**config.mk**
```make
export PLATFORM = sky130hd
export DESIGN_NAME = fault_reg_bank
export DESIGN_NICKNAME = d
export VERILOG_FILES = /design/src/rtl/fbk_pkg.sv /design/src/rtl/fbk_decode.sv /design/src/rtl/fbk_alias_reg.sv /design/src/rtl/fbk_keep_reg.sv /design/src/rtl/fbk_first_err.sv /design/src/rtl/fbk_read_mux.sv /design/src/rtl/fault_reg_bank.sv
export SDC_FILE = /design/constraint.sdc
export NUM_CORES = 1
export LEC_CHECK = 0
export ABC_AREA = 1
export BUFFER_PORTS_ARGS = -buffer_cell sky130_fd_sc_hd__buf_2
export CAP_MARGIN = 20
export CORE_MARGIN = 10
export CORE_UTILIZATION = 30
export CTS_CLUSTER_SIZE = 14
export DETAILED_ROUTE_END_ITERATION = 10
export PLACE_DENSITY = 0.53
export RECOVER_POWER = 100
export SYNTH_ARGS = -nofsm -noshare
export SYNTH_HDL_FRONTEND = slang
export SYNTH_SLANG_ARGS = --single-unit
```
**constraint.sdc**
```tcl
create_clock -name clk -period 3 [get_ports clk]
set_input_delay 0.3 -clock clk [delete_from_list [all_inputs] [get_ports clk]]
set_output_delay 0.3 -clock clk [all_outputs]
set_load 0.02 [all_outputs]
```
**src/rtl/fbk_pkg.sv**
```systemverilog
// Shared definitions for the fault register bank: word indices,
// update operations and the decoded write-strobe bundle.
// Assumes a word-indexed map; index values are fixed by the bank layout.
package fbk_pkg;

    localparam int IDX_FAULT     = 0;
    localparam int IDX_FAULT_AND = 1;
    localparam int IDX_FAULT_OR  = 2;
    localparam int IDX_MASK      = 3;
    localparam int IDX_MASK_AND  = 4;
    localparam int IDX_MASK_OR   = 5;
    localparam int IDX_ACT0      = 6;
    localparam int IDX_ACT1      = 7;
    localparam int IDX_FIRST     = 8;
    localparam int IDX_MODE      = 9;
    localparam int IDX_RSTCTL    = 10;
    localparam int IDX_UNMASKED  = 11;
    localparam int IDX_STATUS    = 12;
    localparam int IDX_LAST      = IDX_STATUS;

    typedef enum logic [1:0] {
        OP_NONE = 2'd0,
        OP_LOAD = 2'd1,
        OP_AND  = 2'd2,
        OP_OR   = 2'd3
    } upd_op_e;

    typedef struct packed {
        upd_op_e fault_op;
        upd_op_e mask_op;
        logic    act0_we;
        logic    act1_we;
        logic    first_clr;
        logic    mode_we;
        logic    rstctl_we;
        logic    unimpl;
    } wr_dec_t;

endpackage

```
**src/rtl/fbk_decode.sv**
```systemverilog
// Write decoder: turns an accepted write and its word index into
// per-register strobes and alias operations.
// Assumes wr_en is already qualified by the full-word access check.
module fbk_decode
    import fbk_pkg::*;
#(
    parameter int IDX_W = 9
) (
    input  logic             wr_en,
    input  logic [IDX_W-1:0] idx,
    output wr_dec_t          dec
);

    // Purpose: map the index to exactly one strobe or operation.
    always_comb begin
        dec = '0;
        if (wr_en) begin
            case (int'(idx))
                IDX_FAULT:     dec.fault_op  = OP_LOAD;
                IDX_FAULT_AND: dec.fault_op  = OP_AND;
                IDX_FAULT_OR:  dec.fault_op  = OP_OR;
                IDX_MASK:      dec.mask_op   = OP_LOAD;
                IDX_MASK_AND:  dec.mask_op   = OP_AND;
                IDX_MASK_OR:   dec.mask_op   = OP_OR;
                IDX_ACT0:      dec.act0_we   = 1'b1;
                IDX_ACT1:      dec.act1_we   = 1'b1;
                IDX_FIRST:     dec.first_clr = 1'b1;
                IDX_MODE:      dec.mode_we   = 1'b1;
                IDX_RSTCTL:    dec.rstctl_we = 1'b1;
                IDX_UNMASKED, IDX_STATUS: ;
                default:       dec.unimpl    = 1'b1;
            endcase
        end
    end

endmodule

```
**src/rtl/fbk_alias_reg.sv**
```systemverilog
// Register with replace / AND / OR update and an OR-in set vector that
// takes priority over the software operation.
// Assumes set_vec is zero when no hardware source is attached.
module fbk_alias_reg
    import fbk_pkg::*;
#(
    parameter int W = 64
) (
    input  logic         clk,
    input  logic         rst_n,
    input  upd_op_e      op,
    input  logic [W-1:0] wdata,
    input  logic [W-1:0] set_vec,
    output logic [W-1:0] q
);

    logic [W-1:0] sw_next;

    // Purpose: apply the software operation to the current value.
    always_comb begin
        case (op)
            OP_LOAD: sw_next = wdata;
            OP_AND:  sw_next = q & wdata;
            OP_OR:   sw_next = q | wdata;
            default: sw_next = q;
        endcase
    end

    // Purpose: store the result with hardware set bits ORed last.
    always_ff @(posedge clk) begin
        if (!rst_n) q <= '0;
        else        q <= sw_next | set_vec;
    end

endmodule

```
**src/rtl/fbk_keep_reg.sv**
```systemverilog
// Plain write register that stores only the bits selected by KEEP.
// Assumes we is a single-cycle qualified strobe.
module fbk_keep_reg #(
    parameter int           W    = 64,
    parameter logic [W-1:0] KEEP = '1
) (
    input  logic         clk,
    input  logic         rst_n,
    input  logic         we,
    input  logic [W-1:0] wdata,
    output logic [W-1:0] q
);

    // Purpose: load the kept bits of the write data on a strobe.
    always_ff @(posedge clk) begin
        if (!rst_n)  q <= '0;
        else if (we) q <= wdata & KEEP;
    end

endmodule

```
**src/rtl/fbk_first_err.sv**
```systemverilog
// First-error capture: loads the pulse vector when empty, clears on
// any write; a capture into an empty word beats a same-cycle clear.
// Assumes pulses are single-cycle.
module fbk_first_err #(
    parameter int W = 64
) (
    input  logic         clk,
    input  logic         rst_n,
    input  logic         clr,
    input  logic [W-1:0] pulse,
    output logic [W-1:0] q
);

    logic empty;
    assign empty = (q == '0);

    // Purpose: capture first pulse vector, else honour the clear.
    always_ff @(posedge clk) begin
        if (!rst_n)                     q <= '0;
        else if (empty && pulse != '0)  q <= pulse;
        else if (clr)                   q <= '0;
    end

endmodule

```
**src/rtl/fbk_read_mux.sv**
```systemverilog
// Read selector: returns the word addressed by the index, including
// alias reads and the two derived view words.
// Assumes attn is consistent with fault and mask.
module fbk_read_mux
    import fbk_pkg::*;
#(
    parameter int W     = 64,
    parameter int IDX_W = 9
) (
    input  logic [IDX_W-1:0] idx,
    input  logic [W-1:0]     fault,
    input  logic [W-1:0]     mask,
    input  logic [W-1:0]     act0,
    input  logic [W-1:0]     act1,
    input  logic [W-1:0]     first,
    input  logic [W-1:0]     mode,
    input  logic [W-1:0]     rstctl,
    input  logic             attn,
    output logic [W-1:0]     data
);

    logic [W-1:0] status_w;
    assign status_w = {attn, (first != '0), {(W-2){1'b0}}};

    // Purpose: select the read word for the index.
    always_comb begin
        case (int'(idx))
            IDX_FAULT, IDX_FAULT_AND, IDX_FAULT_OR: data = fault;
            IDX_MASK, IDX_MASK_AND, IDX_MASK_OR:    data = mask;
            IDX_ACT0:     data = act0;
            IDX_ACT1:     data = act1;
            IDX_FIRST:    data = first;
            IDX_MODE:     data = mode;
            IDX_RSTCTL:   data = rstctl;
            IDX_UNMASKED: data = fault & ~mask;
            IDX_STATUS:   data = status_w;
            default:      data = '0;
        endcase
    end

endmodule

```
**src/rtl/fault_reg_bank.sv**
```systemverilog
// Fault isolation register bank. Holds fault, mask, action, first-error,
// mode and reset-control words behind a word-indexed port that accepts
// only full aligned accesses, and raises attention on unmasked faults.
// Assumes a single request per cycle and single-cycle hw_fault pulses.
module fault_reg_bank
    import fbk_pkg::*;
#(
    parameter int DATA_W = 64,
    parameter int ADDR_W = 12
) (
    input  logic                 clk,
    input  logic                 rst_n,
    input  logic                 cfg_valid,
    input  logic                 cfg_write,
    input  logic [ADDR_W-1:0]    cfg_addr,
    input  logic [DATA_W/8-1:0]  cfg_be,
    input  logic [DATA_W-1:0]    cfg_wdata,
    input  logic [DATA_W-1:0]    hw_fault,
    output logic                 rd_valid,
    output logic [DATA_W-1:0]    rd_data,
    output logic                 attn,
    output logic                 unimpl,
    output logic                 size_err
);

    localparam int BE_W  = DATA_W / 8;
    localparam int OFS_W = $clog2(BE_W);
    localparam int IDX_W = ADDR_W - OFS_W;
    localparam logic [DATA_W-1:0] MODE_KEEP = {{8{1'b1}}, {(DATA_W-8){1'b0}}};
    localparam logic [DATA_W-1:0] RCTL_KEEP = {1'b1, {(DATA_W-1){1'b0}}};

    logic              acc_ok;
    logic [IDX_W-1:0]  idx;
    wr_dec_t           dec;
    logic [DATA_W-1:0] fault_q, mask_q, act0_q, act1_q;
    logic [DATA_W-1:0] first_q, mode_q, rstctl_q, rd_mux;

    assign acc_ok = cfg_valid && (&cfg_be) && (cfg_addr[OFS_W-1:0] == '0);
    assign idx    = cfg_addr[ADDR_W-1:OFS_W];

    fbk_decode #(.IDX_W(IDX_W)) u_dec (
        .wr_en (acc_ok && cfg_write),
        .idx   (idx),
        .dec   (dec)
    );

    fbk_alias_reg #(.W(DATA_W)) u_fault (
        .clk(clk), .rst_n(rst_n), .op(dec.fault_op),
        .wdata(cfg_wdata), .set_vec(hw_fault), .q(fault_q)
    );

    fbk_alias_reg #(.W(DATA_W)) u_mask (
        .clk(clk), .rst_n(rst_n), .op(dec.mask_op),
        .wdata(cfg_wdata), .set_vec('0), .q(mask_q)
    );

    fbk_keep_reg #(.W(DATA_W), .KEEP('1)) u_act0 (
        .clk(clk), .rst_n(rst_n), .we(dec.act0_we), .wdata(cfg_wdata), .q(act0_q)
    );

    fbk_keep_reg #(.W(DATA_W), .KEEP('1)) u_act1 (
        .clk(clk), .rst_n(rst_n), .we(dec.act1_we), .wdata(cfg_wdata), .q(act1_q)
    );

    fbk_keep_reg #(.W(DATA_W), .KEEP(MODE_KEEP)) u_mode (
        .clk(clk), .rst_n(rst_n), .we(dec.mode_we), .wdata(cfg_wdata), .q(mode_q)
    );

    fbk_keep_reg #(.W(DATA_W), .KEEP(RCTL_KEEP)) u_rstctl (
        .clk(clk), .rst_n(rst_n), .we(dec.rstctl_we), .wdata(cfg_wdata), .q(rstctl_q)
    );

    fbk_first_err #(.W(DATA_W)) u_first (
        .clk(clk), .rst_n(rst_n), .clr(dec.first_clr), .pulse(hw_fault), .q(first_q)
    );

    assign attn = |(fault_q & ~mask_q);

    fbk_read_mux #(.W(DATA_W), .IDX_W(IDX_W)) u_rmux (
        .idx(idx), .fault(fault_q), .mask(mask_q), .act0(act0_q), .act1(act1_q),
        .first(first_q), .mode(mode_q), .rstctl(rstctl_q), .attn(attn), .data(rd_mux)
    );

    // Purpose: register read responses one cycle after the request.
    always_ff @(posedge clk) begin
        if (!rst_n) begin
            rd_valid <= 1'b0;
            rd_data  <= '0;
        end else begin
            rd_valid <= cfg_valid && !cfg_write;
            if (cfg_valid && !cfg_write)
                rd_data <= acc_ok ? rd_mux : '1;
        end
    end

    // Purpose: raise one-cycle error flags for rejected requests.
    always_ff @(posedge clk) begin
        if (!rst_n) begin
            unimpl   <= 1'b0;
            size_err <= 1'b0;
        end else begin
            unimpl   <= dec.unimpl;
            size_err <= cfg_valid && !acc_ok;
        end
    end

endmodule

```
======== Word level (Yosys, flattened, before mapping) ========
Cells that the tools add are included.
word-level totals
  flip-flop bits (word level) ............. 396
  bits of input ports ..................... 152
cells by class
  eq/ne operators ......................... 18
  muxes and demuxes ....................... 15
  bitwise gates (word level) .............. 7
  reduce and logical (&&, ||, !) cells .... 21
operator list
  kind                                                  number
  one-hot mux 64 bit (9 select lines)                   1
  one-hot mux 64 bit (3 select lines)                   2
  AND 64 bit                                            3
  2-to-1 mux 64 bit                                     3
  OR 64 bit                                             3
  nonzero test 64 bit                                   2
  zero test 64 bit                                      1
  NOT 64 bit                                            1
  OR reduction 64 bit                                   1
  equality test 9 x 4 -> 1 bit (second input constant)  5
  equality test 9 x 3 -> 1 bit (second input constant)  4
  equality test 9 x 2 -> 1 bit (second input constant)  2
  OR reduction 13 bit                                   1
  one-hot mux 2 bit (3 select lines)                    2
  2-to-1 mux 10 bit                                     1
  equality test 9 x 1 -> 1 bit (second input constant)  1
  zero test 9 bit                                       1
  equality test 2 bit (second input constant)           4
  AND reduction 8 bit                                   1
  logical AND 1 bit                                     6
  2-to-1 mux 1 bit                                      6
  OR reduction 3 bit                                    2
  equality test 2 x 1 -> 1 bit (second input constant)  2
  zero test 3 bit                                       1
  other kinds (4)                                       5

======== Logic depth before layout (Yosys ltp) ========
Gate-level depths: netlist (run 1).
  depth in word-level cells ............... 8
  mapped depth ............................ 13
  depth with buffers taken out ............ 12

======== Cells and area by module ========
A second synthesis (run 1) with hierarchy kept.
unflattened totals
  cell total of the unflattened synthesis .. 4116
  area total of the unflattened synthesis .. 25079.1 µm²
modules (own cells, without submodules)
  module                      times used  cells an instance  area an instance (µm²)  sequential area each (µm²)
  fbk_alias_reg               2           547                3469.6                  1281.2
  fbk_keep_reg at u_act0 ...  2           405                2670.1                  1281.2
  fbk_read_mux                1           1071               4564.4                  0.0
  fault_reg_bank              1           492                3493.4                  1341.3
  fbk_first_err               1           429                3229.3                  1281.2
  fbk_keep_reg at u_mode      1           108                780.7                   160.2
  fbk_keep_reg at u_rstctl    1           70                 518.0                   20.0
  fbk_decode                  1           42                 214.0                   0.0

======== Worst setup path before layout (run 1) ========
No wires, ideal clock.
  kind .................................... input to register
  start point ............................. input port cfg_addr[2]
  end point ............................... register u_act0.q[51]
  arrival time ............................ 1448 ps
  path slack .............................. 1406 ps
  stages .................................. 10
  path through ............................ inv_1 -> nand2_1 -> nor2_2 -> nand3_2 -> nor2_4 -> inv_2 -> nor2_1 -> buf_2 -> buf_4 -> a211oi_2
on the way
  cells in the longest elaborated chain, start to end .. 4
RTL lines
  element                 line                  source
  start: declaration      fault_reg_bank.sv:15  input logic [ADDR_W-1:0] cfg_addr,
  zero test 3 bit         fault_reg_bank.sv:38  assign acc_ok = cfg_valid && (&cfg_be) && (cfg_addr[OFS_W-1:0] == '0);
  logical AND 1 bit       fault_reg_bank.sv:38
  logical AND 1 bit       fault_reg_bank.sv:42  .wr_en (acc_ok && cfg_write),
  2-to-1 mux 10 bit       fbk_decode.sv:17      if (wr_en) begin
  end signal: assignment  fbk_keep_reg.sv:17    else if (we) q <= wdata & KEEP;
  end: declaration        fbk_keep_reg.sv:11    output logic [W-1:0] q
Every way passes these cells.
A chain may end at the register's enable or synchronous reset.

======== Worst setup path after layout (run 1) ========
  start point ............................. input port cfg_addr[5]
  end point ............................... register u_fault.q[17]
on the way
  cells in the longest elaborated chain, start to end .. 6
RTL lines
  element                                                              line                 source
  equality test 9 x 2 -> 1 bit (tied with other cells)                 fbk_decode.sv:18     case (int'(idx))
  one-hot mux 2 bit (3 select lines) (*)                               fbk_decode.sv:18
  2-to-1 mux 10 bit (*)                                                fbk_decode.sv:17
  equality test 2 bit or equality test 2 x 1 -> 1 bit (tied branches)  fbk_alias_reg.sv:21  case (op)
  one-hot mux 64 bit (3 select lines) (*)                              fbk_alias_reg.sv:21
  OR 64 bit (*)                                                        fbk_alias_reg.sv:32  else q <= sw_next | set_vec;
  end signal: assignment                                               fbk_alias_reg.sv:32
  end: declaration                                                     fbk_alias_reg.sv:14  output logic [W-1:0] q
Every way passes the cells marked *; elsewhere a longest branch is shown, timed or not.

==> results of run 1 <==
[layout make-up]
| class | instances | area [sq um] |
|---|---|---|
| Sequential cell | 396 | 7930 |
| Multi-Input combinational cell | 2272 | 10800 |
| Timing Repair Buffer | 323 | 2060 |
| Clock inverter | 13 | 119 |
| Fill cell | 7656 | 44200 |
| Tap cell | 931 | 1160 |
| Antenna cell | 2 | 5.00 |
| Clock buffer | 77 | 1510 |
| Inverter | 243 | 920 |
[stage by stage]
stage          utilization, %  cell area [sq um]
2_1_floorplan               -              20800
3_3_place_gp             33.3              22900
3_5_place_dp             33.3              22900
4_1_cts                  36.2              24900
5_1_grt                  35.6              24500
6_report                 35.6              24500
[sequential cells by signal, summed over array words and instances, names as in the netlist]
register    flops
rd_data        64
u_act0.q       64
u_act1.q       64
u_fault.q      64
u_first.q      64
u_mask.q       64
u_mode.q        8
rd_valid        1
size_err        1
u_rstctl.q      1
unimpl          1
[logic make-up after synthesis]
logic type | share of synthesized area [%]
buf+inv | 9.37
simple gates | 34.2
flops | 38.1
compound gates | 18.3
[what timing repair did]
action                                  4_1_cts  5_1_grt
hold buffers                                 35        0
setup buffers                                 0        0
endpoints found under the setup margin        0        0
hold endpoints to repair                     49        0
[Yosys cell counts (5+ instances only)]
library cell and instances:
buf_1 10, nand3_1 289, a211oi_2 112, nor2_1 498
a211oi_1 24, o21ai_1 32, and3_1 21, inv_1 232
dfxtp_1 396, nand4_1 68, clkbuf_1 96, inv_2 11
o211a_1 8, nand2_1 794, buf_2 64, a21oi_1 285
nor2_2 5, buf_4 36, o21ai_0 108, nor2_4 6
[per-layer routing]
metal | global-route usage (%) | part of all wire, % | vias to the layer above
met1 | 26.9 | 46 | 9884
met5 | 0 | 0.097 | -
li1 | - | - | 10500
met4 | 4.84 | 2.0 | 14
met3 | 3.68 | 7.3 | 129
met2 | 31.8 | 45 | 783
[report_power, final]
group	switching (mW)	total (mW)	internal (mW)
clock network	2.44	6.05	3.62
logic	1.71	2.40	0.688
registers	0.188	5.72	5.53
total	4.34	14.2	9.84
[worst max path at each step]
stage               slack (ns)             to
floorplan                 1.41   u_act0.q[51]
global placement          0.68  u_fault.q[19]
detailed placement        0.67  u_fault.q[48]
CTS                       0.35           attn
global route              0.12  u_fault.q[17]
finish                    0.22  u_fault.q[17]
[worst reg2reg max path: stages, from the launching register on]
cell      delay (ns)
dfxtp_1         0.32
nor2_1          0.12
nand2_1         0.09
nor2_1          0.18
nand2_1         0.10
nor2_1          0.26
nand2_1         0.12
inv_1           0.19
nand2_1         0.10
clkbuf_2        0.54
nand3_1         0.24
a21oi_1         0.09
==> impl_metrics.json, run 1 <==
{
  "status": "finished, violations left",
  "failed_checks": "capacitance limit, slew limit",
  "post-place-cells": 4130,
  "r2r-end": "u_first.q[20]",
  "ys.warnings.count": 0,
  "drc": 0,
  "h-tree-depth": 2,
  "tightestPinTransition_ns": 1.52,
  "crit_path_end_kind": "register",
  "antenna_left": 0,
  "setup_tns_ns": 0,
  "layout_min_cycle_time_ns": 2.78,
  "yosysTopAreaCell": "dfxtp_1",
  "clockBufferDepth": 3,
  "portBuffers": 219,
  "cts_tree": "yes",
  "drive_gt1_share_pct": 12.2,
  "cp.arrival_ns": 3.19,
  "die_area_sq_um": 80300,
  "min_path_cells": 3,
  "hold_start": "hw_fault[37]",
  "dp.final_hpwl_microns": 54700,
  "num-nets-final": 3437,
  "grt_pass1_vias": 20400,
  "p_leak_nw": 9.37,
  "timing.hold.ws_ns": 0.0222,
  "yosysSeqAreaShare_pct": 38.1,
  "drt-vias-per-instance": 5.02,
  "layout_common_cells": "nand2_1 (789), nor2_1 (500), dfxtp_1 (396), nand3_1 (291), a21oi_1 (285)",
  "irDropWorstVdd_mv": 0.453,
  "startpoint_type": "input port",
  "worstSkewPairLatency_ns": 0.60,
  "num_io_pins": 220,
  "path_max_fanout": 58,
  "syn_area_per_cell_sq_um": 6.66,
  "netlist_top_cells_area": "dfxtp_1 (38%), nand2_1 (14%), nor2_1 (9.0%)",
  "synth_edf_count": 0,
  "grtUsageTotal_pct": 19.8,
  "setup_viol": 0,
  "grt_remaining_overflow": 0,
  "min_to": "u_first.q[37]",
  "crit_buf_inv": 4,
  "crit_top_cell": "nand2_1",
  "fin_ws_ns": 0.223,
  "path_depth": 11,
  "grt_max_degree": 89,
  "cts.sinks": 396,
  "min_path_type": "input port to register",
  "synth_fp_nets": 3274,
  "first_pass_iters": 5,
  "routedWlPerCell_microns": 19.6,
  "synth_top_area_share_pct": 38.1,
  "floorplan.initialDensity_pct": 30.3,
  "first_iter_violations": 1726,
  "place.gp.congestion": 0.870,
  "r2r_start": "u_first.q[15]",
  "synth_cells": 3122,
  "ys_ff_latch": 396,
  "grt_antenna_before_repair": 11,
  "die_x_microns": 283,
  "synthFlopType": "dfxtp_1",
  "rrSetupSlack_ns": 0.47,
  "core_sq_um": 68700,
  "stdcell_count": 4257,
  "row_count": 96,
  "cts_made_buffers": 49,
  "cts.clk_slew.worst_paths_ns": 0.06,
  "pwr_density_cell_nw_per_um2": 579,
  "yosysUniqueCellTypes": 35,
  "rsz0062_at_grt": "no",
  "path_class": "input port to register",
  "vias": 21400,
  "skew_ns": 0.0140,
  "area_delta_synth_final_pct": 17.7,
  "ctsResizeCount": 0,
  "r2r_cells": 11,
  "p_total_mw": 14.2,
  "drv_cap": 1,
  "path_cells": "clkbuf_1 -> nor2_1 -> inv_1 -> nor2_1 -> clkbuf_1 -> nand3_1 -> nand2_1 -> buf_12 -> nand2_1 -> nand2_1 -> a21oi_1",
  "root_buffer": "clkbuf_16",
  "totalWireLength_microns": 83300,
  "layout_commonest_cell": "nand2_1",
  "cpPeakStageDelay_ns": 0.90,
  "grt_pass1_wl_microns": 127000,
  "final.period_utilization_pct": 92.6,
  "slowest_stage": "clkbuf_1",
  "required_ns": 3.41,
  "cp_top_family": "buffers and inverters",
  "relSlewSlack_pct": -1.15,
  "dp_slack_ns": 0.669,
  "fmax_ghz": 0.360,
  "async_flop_share_pct": 0,
  "critPathLaunch": "cfg_addr[5]",
  "die_y_microns": 283,
  "drv_slew": 29,
  "finalHoldViolCount": 0,
  "netlist_area_sq_um": 20800
}
Power figures use the tool's default switching activity.
==> run 2: changes to the inputs <==
SETUP_SLACK_MARGIN = 0.02   (was not set)
clock period = 3.1 ns   (was 3 ns; I/O delays follow)
==> run 2 against run 1 <==
Compared with the run above: the run still ends with capacitance limit, slew limit left; critical path depth increased by 2; total power decreased by 3.5%; largest cell class unchanged; worst hold slack better by 0.0069 ns; critical path type unchanged; setup slack better by 0.083 ns; via count fell by 0.46%; combinational power fell by 5%; sequential power shrank 3%; sequential share of layout area up 0.81 points; global-route usage about the same; clock skew up 0.0078 ns.
==> impl_metrics.json, run 2 (synthesis results as in run 1) <==
{
  "dpl-instance-area_sq_um": 22800,
  "area_delta_synth_final_pct": 14.8,
  "drt-vias-per-instance": 5.02,
  "totalWireLength_microns": 83100,
  "status": "finished, violations left",
  "die_y_microns": 283,
  "root_buffer": "clkbuf_16",
  "drc": 0,
  "final_core_util_pct": 34.8,
  "grt_antenna_before_repair": 11,
  "grt_pass1_wl_microns": 126000,
  "path_cells": "clkbuf_1 -> nor2_1 -> inv_2 -> nor2_2 -> nand2_1 -> inv_2 -> clkbuf_4 -> nand2_1 -> o21ai_0 -> a21oi_1 -> nand3_1 -> nand2_1 -> inv_1",
  "cts_tree": "yes",
  "irDropWorstVdd_mv": 0.432,
  "postCtsSetupBuffers": 0,
  "dp_slack_ns": 0.621,
  "vias": 21300,
  "cpPeakStageDelay_ns": 0.79,
  "finalInstanceArea_sq_um": 23900,
  "grt_remaining_overflow": 0,
  "drv_slew": 71,
  "worstSkewPairLatency_ns": 0.60,
  "timing.hold.ws_ns": 0.0290,
  "relSlewSlack_pct": -4.74,
  "floorplan.initialDensity_pct": 30.3,
  "layout_min_cycle_time_ns": 2.79,
  "die_area_sq_um": 80300,
  "num_io_pins": 220,
  "grt_pass1_vias": 20500,
  "row_count": 96,
  "slowest_stage": "nor2_2",
  "cts.sinks": 396,
  "setup_viol": 0,
  "place.gp.congestion": 0.869,
  "path_class": "input port to register",
  "crit_path_end_kind": "register",
  "h-tree-depth": 2,
  "dp.final_hpwl_microns": 53700,
  "core_sq_um": 68700,
  "crit_top_cell": "nand2_1",
  "grt.met2_usage_pct": 32.3,
  "first_iter_violations": 1740,
  "layout_commonest_cell": "nand2_1",
  "routedWlPerCell_microns": 19.6,
  "min_path_type": "input port to register",
  "fillerInstances": 7702,
  "post-place-cells": 4128,
  "tightestPinTransition_ns": 1.57,
  "required_ns": 3.64,
  "grtUsageTotal_pct": 19.8,
  "first_pass_iters": 5,
  "stdcell_count": 4230,
  "p_leak_nw": 9.20,
  "portBuffers": 219,
  "setup_tns_ns": 0,
  "fin_ws_ns": 0.306,
  "cts_made_buffers": 48,
  "pwr_density_cell_nw_per_um2": 573,
  "layout_common_cells": "nand2_1 (789), nor2_1 (494), dfxtp_1 (396), nand3_1 (289), a21oi_1 (285)",
  "fmax_ghz": 0.358,
  "path_max_fanout": 42,
  "drive_gt1_share_pct": 10.5,
  "skew_ns": 0.0218,
  "final.period_utilization_pct": 90.1,
  "grt.met3_usage_pct": 4.03,
  "drv_cap": 1,
  "failed_checks": "capacitance limit, slew limit",
  "startpoint_type": "input port",
  "clockBufferDepth": 3,
  "num-nets-final": 3416,
  "antenna_left": 0,
  "busiest_layer": "met2",
  "cts.clk_slew.worst_paths_ns": 0.06,
  "rsz0062_at_grt": "no",
  "cp.arrival_ns": 3.33,
  "grtUsageMet1_pct": 26.3,
  "finalHoldViolCount": 0,
  "die_x_microns": 283,
  "p_total_mw": 13.7,
  "grt_max_degree": 89
}
==> run 2: changes by cell type in the layout (fill, tap and decap cells not counted), sizes merged <==
cell          previous run  this run
buf                    201       203
clkinvlp                 0         1
clkbuf                 163       151
dlymetal6s2s             1         0
dlygate4sd3             35        17
inv                    244       243
bufinv                   2         4
==> run 2: layout make-up <==
type	count	area, sq um	area share [%]
Sequential cell	396	7930	33.2
Clock inverter	15	190	0.796
Timing Repair Buffer	303	1790	7.48
Clock buffer	68	1420	5.94
Inverter	243	916	3.83
Antenna cell	2	5.00	0.0210
Tap cell	931	1160	4.88
Multi-Input combinational cell	2272	10500	43.9
==> run 2: per-layer routing <==
| metal | vias to the layer above | wire (microns) |
|---|---|---|
| met5 | - | 83 |
| met4 | 16 | 1830 |
| met3 | 129 | 6150 |
| met2 | 695 | 37500 |
| met1 | 9907 | 37600 |
| li1 | 10500 | - |
==> run 2: critical path: cells and delay by family <==
| family | cells | cell delay [ns] |
|---|---|---|
| buf+inv | 5 | 0.94 |
| compound gates | 2 | 0.16 |
| simple gates | 6 | 1.85 |
==> run 2: path summary, 6_finish.rpt <==
| check | startpoint | to | slack, ns | depth (start not counted) |
|---|---|---|---|---|
| min reg2reg | u_fault.q[30] | u_fault.q[30] | 0.48 | 2 |
| min | hw_fault[2] | u_first.q[2] | 0.03 | 3 |
| max | cfg_addr[5] | rd_data[14] | 0.31 | 13 |
| max reg2reg | u_first.q[20] | u_first.q[56] | 0.39 | 11 |
==> run 2: repair_timing <==
item	CTS	global route
resized for setup	0	0
endpoints found under the hold margin	24	0
hold buffers	17	0
==> run 2: power breakdown <==
part / switching [mW] / total, mW / internal, mW
Clock: 2.36 / 5.86 / 3.50
Sequential: 0.177 / 5.53 / 5.35
Combinational: 1.63 / 2.29 / 0.656
==> run 3: changes to the inputs <==
REMOVE_ABC_BUFFERS = 1   (was not set)
==> run 3 against run 2 <==
Compared with the run above: the flow now finishes without violations; first-iteration DRC count is 15% higher; setup slack improved by 0.025 ns; die area did not move; critical path depth down 3; maximum frequency grew 0.91%; combinational power grew 3%; critical path type unchanged; largest power group unchanged.
==> impl_metrics.json, run 3 (synthesis results as in run 1) <==
{
  "layout_min_cycle_time_ns": 2.77,
  "grt_pass1_wl_microns": 127000,
  "die_area_sq_um": 80300,
  "drc": 0,
  "final_core_util_pct": 35.4,
  "irDropWorstVdd_mv": 0.800,
  "drt-vias-per-instance": 5.04,
  "drv_slew": 0,
  "root_buffer": "clkbuf_16",
  "r2r-end": "u_first.q[45]",
  "dp.final_hpwl_microns": 53900,
  "cts_made_buffers": 49,
  "p_total_mw": 14.0,
  "crit_end": "u_fault.q[40]",
  "cts.clk_slew.worst_paths_ns": 0.06,
  "vias": 21300,
  "crit_path_end_kind": "register",
  "p_int_mw": 9.74,
  "grt_remaining_overflow": 0,
  "antenna_left": 0,
  "power.share.clock_pct": 43.5,
  "required_ns": 3.51,
  "num_io_pins": 220,
  "grt_pass1_vias": 19900,
  "area_delta_synth_final_pct": 16.9,
  "grt_antenna_before_repair": 5,
  "finalInstanceArea_sq_um": 24300,
  "clockBufferDepth": 3,
  "p_switching_mw": 4.26,
  "p_leak_nw": 9.28,
  "swShare_pct": 30.4,
  "status": "complete, no violations",
  "num-nets-final": 3411,
  "rsz0062_at_grt": "no",
  "cts.sinks": 396,
  "power.share.sequential_pct": 39.5,
  "place.gp.congestion": 0.815,
  "finalHoldViolCount": 0,
  "drv_cap": 0,
  "dpl-instance-area_sq_um": 22800,
  "final.period_utilization_pct": 89.3,
  "die_y_microns": 283,
  "cp.arrival_ns": 3.18,
  "h-tree-depth": 2,
  "routedWlPerCell_microns": 20.1,
  "ctsResizeCount": 0,
  "core_sq_um": 68700,
  "layout_commonest_cell": "nand2_1",
  "skew_ns": 0.0237,
  "layout_common_cells": "nand2_1 (790), nor2_1 (497), dfxtp_1 (396), nand3_1 (290), a21oi_1 (285)",
  "startpoint_type": "input port",
  "worstSkewPairLatency_ns": 0.60,
  "seqCellArea_sq_um": 7930,
  "multi_input_area_sq_um": 10800,
  "p_comb_share_pct": 16.9,
  "totalWireLength_microns": 85000,
  "row_count": 96,
  "fillerInstances": 7577,
  "post-place-cells": 4125,
  "stdcell_count": 4233,
  "floorplan.initialDensity_pct": 30.3,
  "grt_max_degree": 67,
  "dp_slack_ns": 0.695,
  "critPathLaunch": "cfg_addr[8]",
  "r2r_cells": 11,
  "pwr_density_cell_nw_per_um2": 575,
  "relSlewSlack_pct": 8.24,
  "first_iter_violations": 1998,
  "portBuffers": 219,
  "path_class": "input port to register",
  "setup_viol": 0,
  "min_path_type": "input port to register",
  "grtUsageTotal_pct": 20.1,
  "first_pass_iters": 5,
  "rrSetupSlack_ns": 0.82,
  "drive_gt1_share_pct": 12.5,
  "r2r_start": "u_first.q[44]",
  "path_max_fanout": 40,
  "die_x_microns": 283,
  "fin_ws_ns": 0.331,
  "fmax_ghz": 0.361,
  "tightestPinTransition_ns": 1.38,
  "cts_tree": "yes"
}
[run 3: cell types whose count changed in the layout (fill, tap and decap cells not counted), moves of 3 or more]
cell	delta
a211oi_1	-67
a211oi_2	+67
buf_12	+4
clkbuf_8	+10
clkinv_2	-4
dlygate4sd3_1	-3
nor2_1	+3
o21ai_0	-13
o21ai_1	+13
[run 3: how the worst min path moves through the flow]
stage,startpoint,end,slack (ns),cells after the start
after floorplan,rst_n,u_fault.q[2],0.41,2
after global placement,u_fault.q[5],u_fault.q[5],0.46,2
after detailed placement,u_fault.q[20],u_fault.q[20],0.47,2
after CTS,hw_fault[57],u_first.q[57],0.0001,3
after global routing,hw_fault[2],u_first.q[2],0.02,3
final,hw_fault[4],u_fault.q[4],0.03,3
[run 3: area by class of cell]
type | count | area share (%)
clock buffer | 81 | 6.53
tap | 931 | 4.79
multi-input combinational | 2272 | 44.4
sequential | 396 | 32.6
antenna | 4 | 0.0412
clock inverter | 9 | 0.509
timing repair buffer | 297 | 7.41
inverter | 243 | 3.77
[run 3: layer usage]
metal	global-route usage, %	vias to the layer above	part of all wire [%]
li1	-	10500	-
met1	27.4	9891	45
met2	31.8	807	45
met3	4.35	112	8.4
met4	5.05	10	2.0
met5	0.487	-	0.12
[run 3: worst max-delay path, cell delays in order]
cell and delay, ns:
buf_2 0.08, nor2_1 0.05, nand2_1 0.32, nor2_8 0.09, clkbuf_2 0.59, nand3_1 0.41, buf_2 1.01, nor2_1 0.08
nor2_1 0.14, a21oi_1 0.08
[run 3: timing repair]
action                    4_1_cts  5_1_grt
setup buffers                   0        0
hold buffers                   14        0
hold endpoints to repair       15        0
[run 3: stage by stage]
stage	hold WS, ns	setup TNS [ns]
after floorplan	0.408	-1727.87
after global placement	0.465	0
after detailed placement	0.468	0
after CTS	0.000123	0
after global routing	0.0154	0
final	0.0312	0
[run 3: power groups by stage]
stage | combinational, mW | sequential [mW] | clock (mW)
floorplan | 1.30 | 5.67 | 0
global placement | 2.37 | 5.64 | 0
detailed placement | 2.37 | 5.64 | 0
CTS | 2.40 | 5.53 | 6.20
global route | 2.58 | 5.57 | 6.40
finish | 2.37 | 5.54 | 6.09
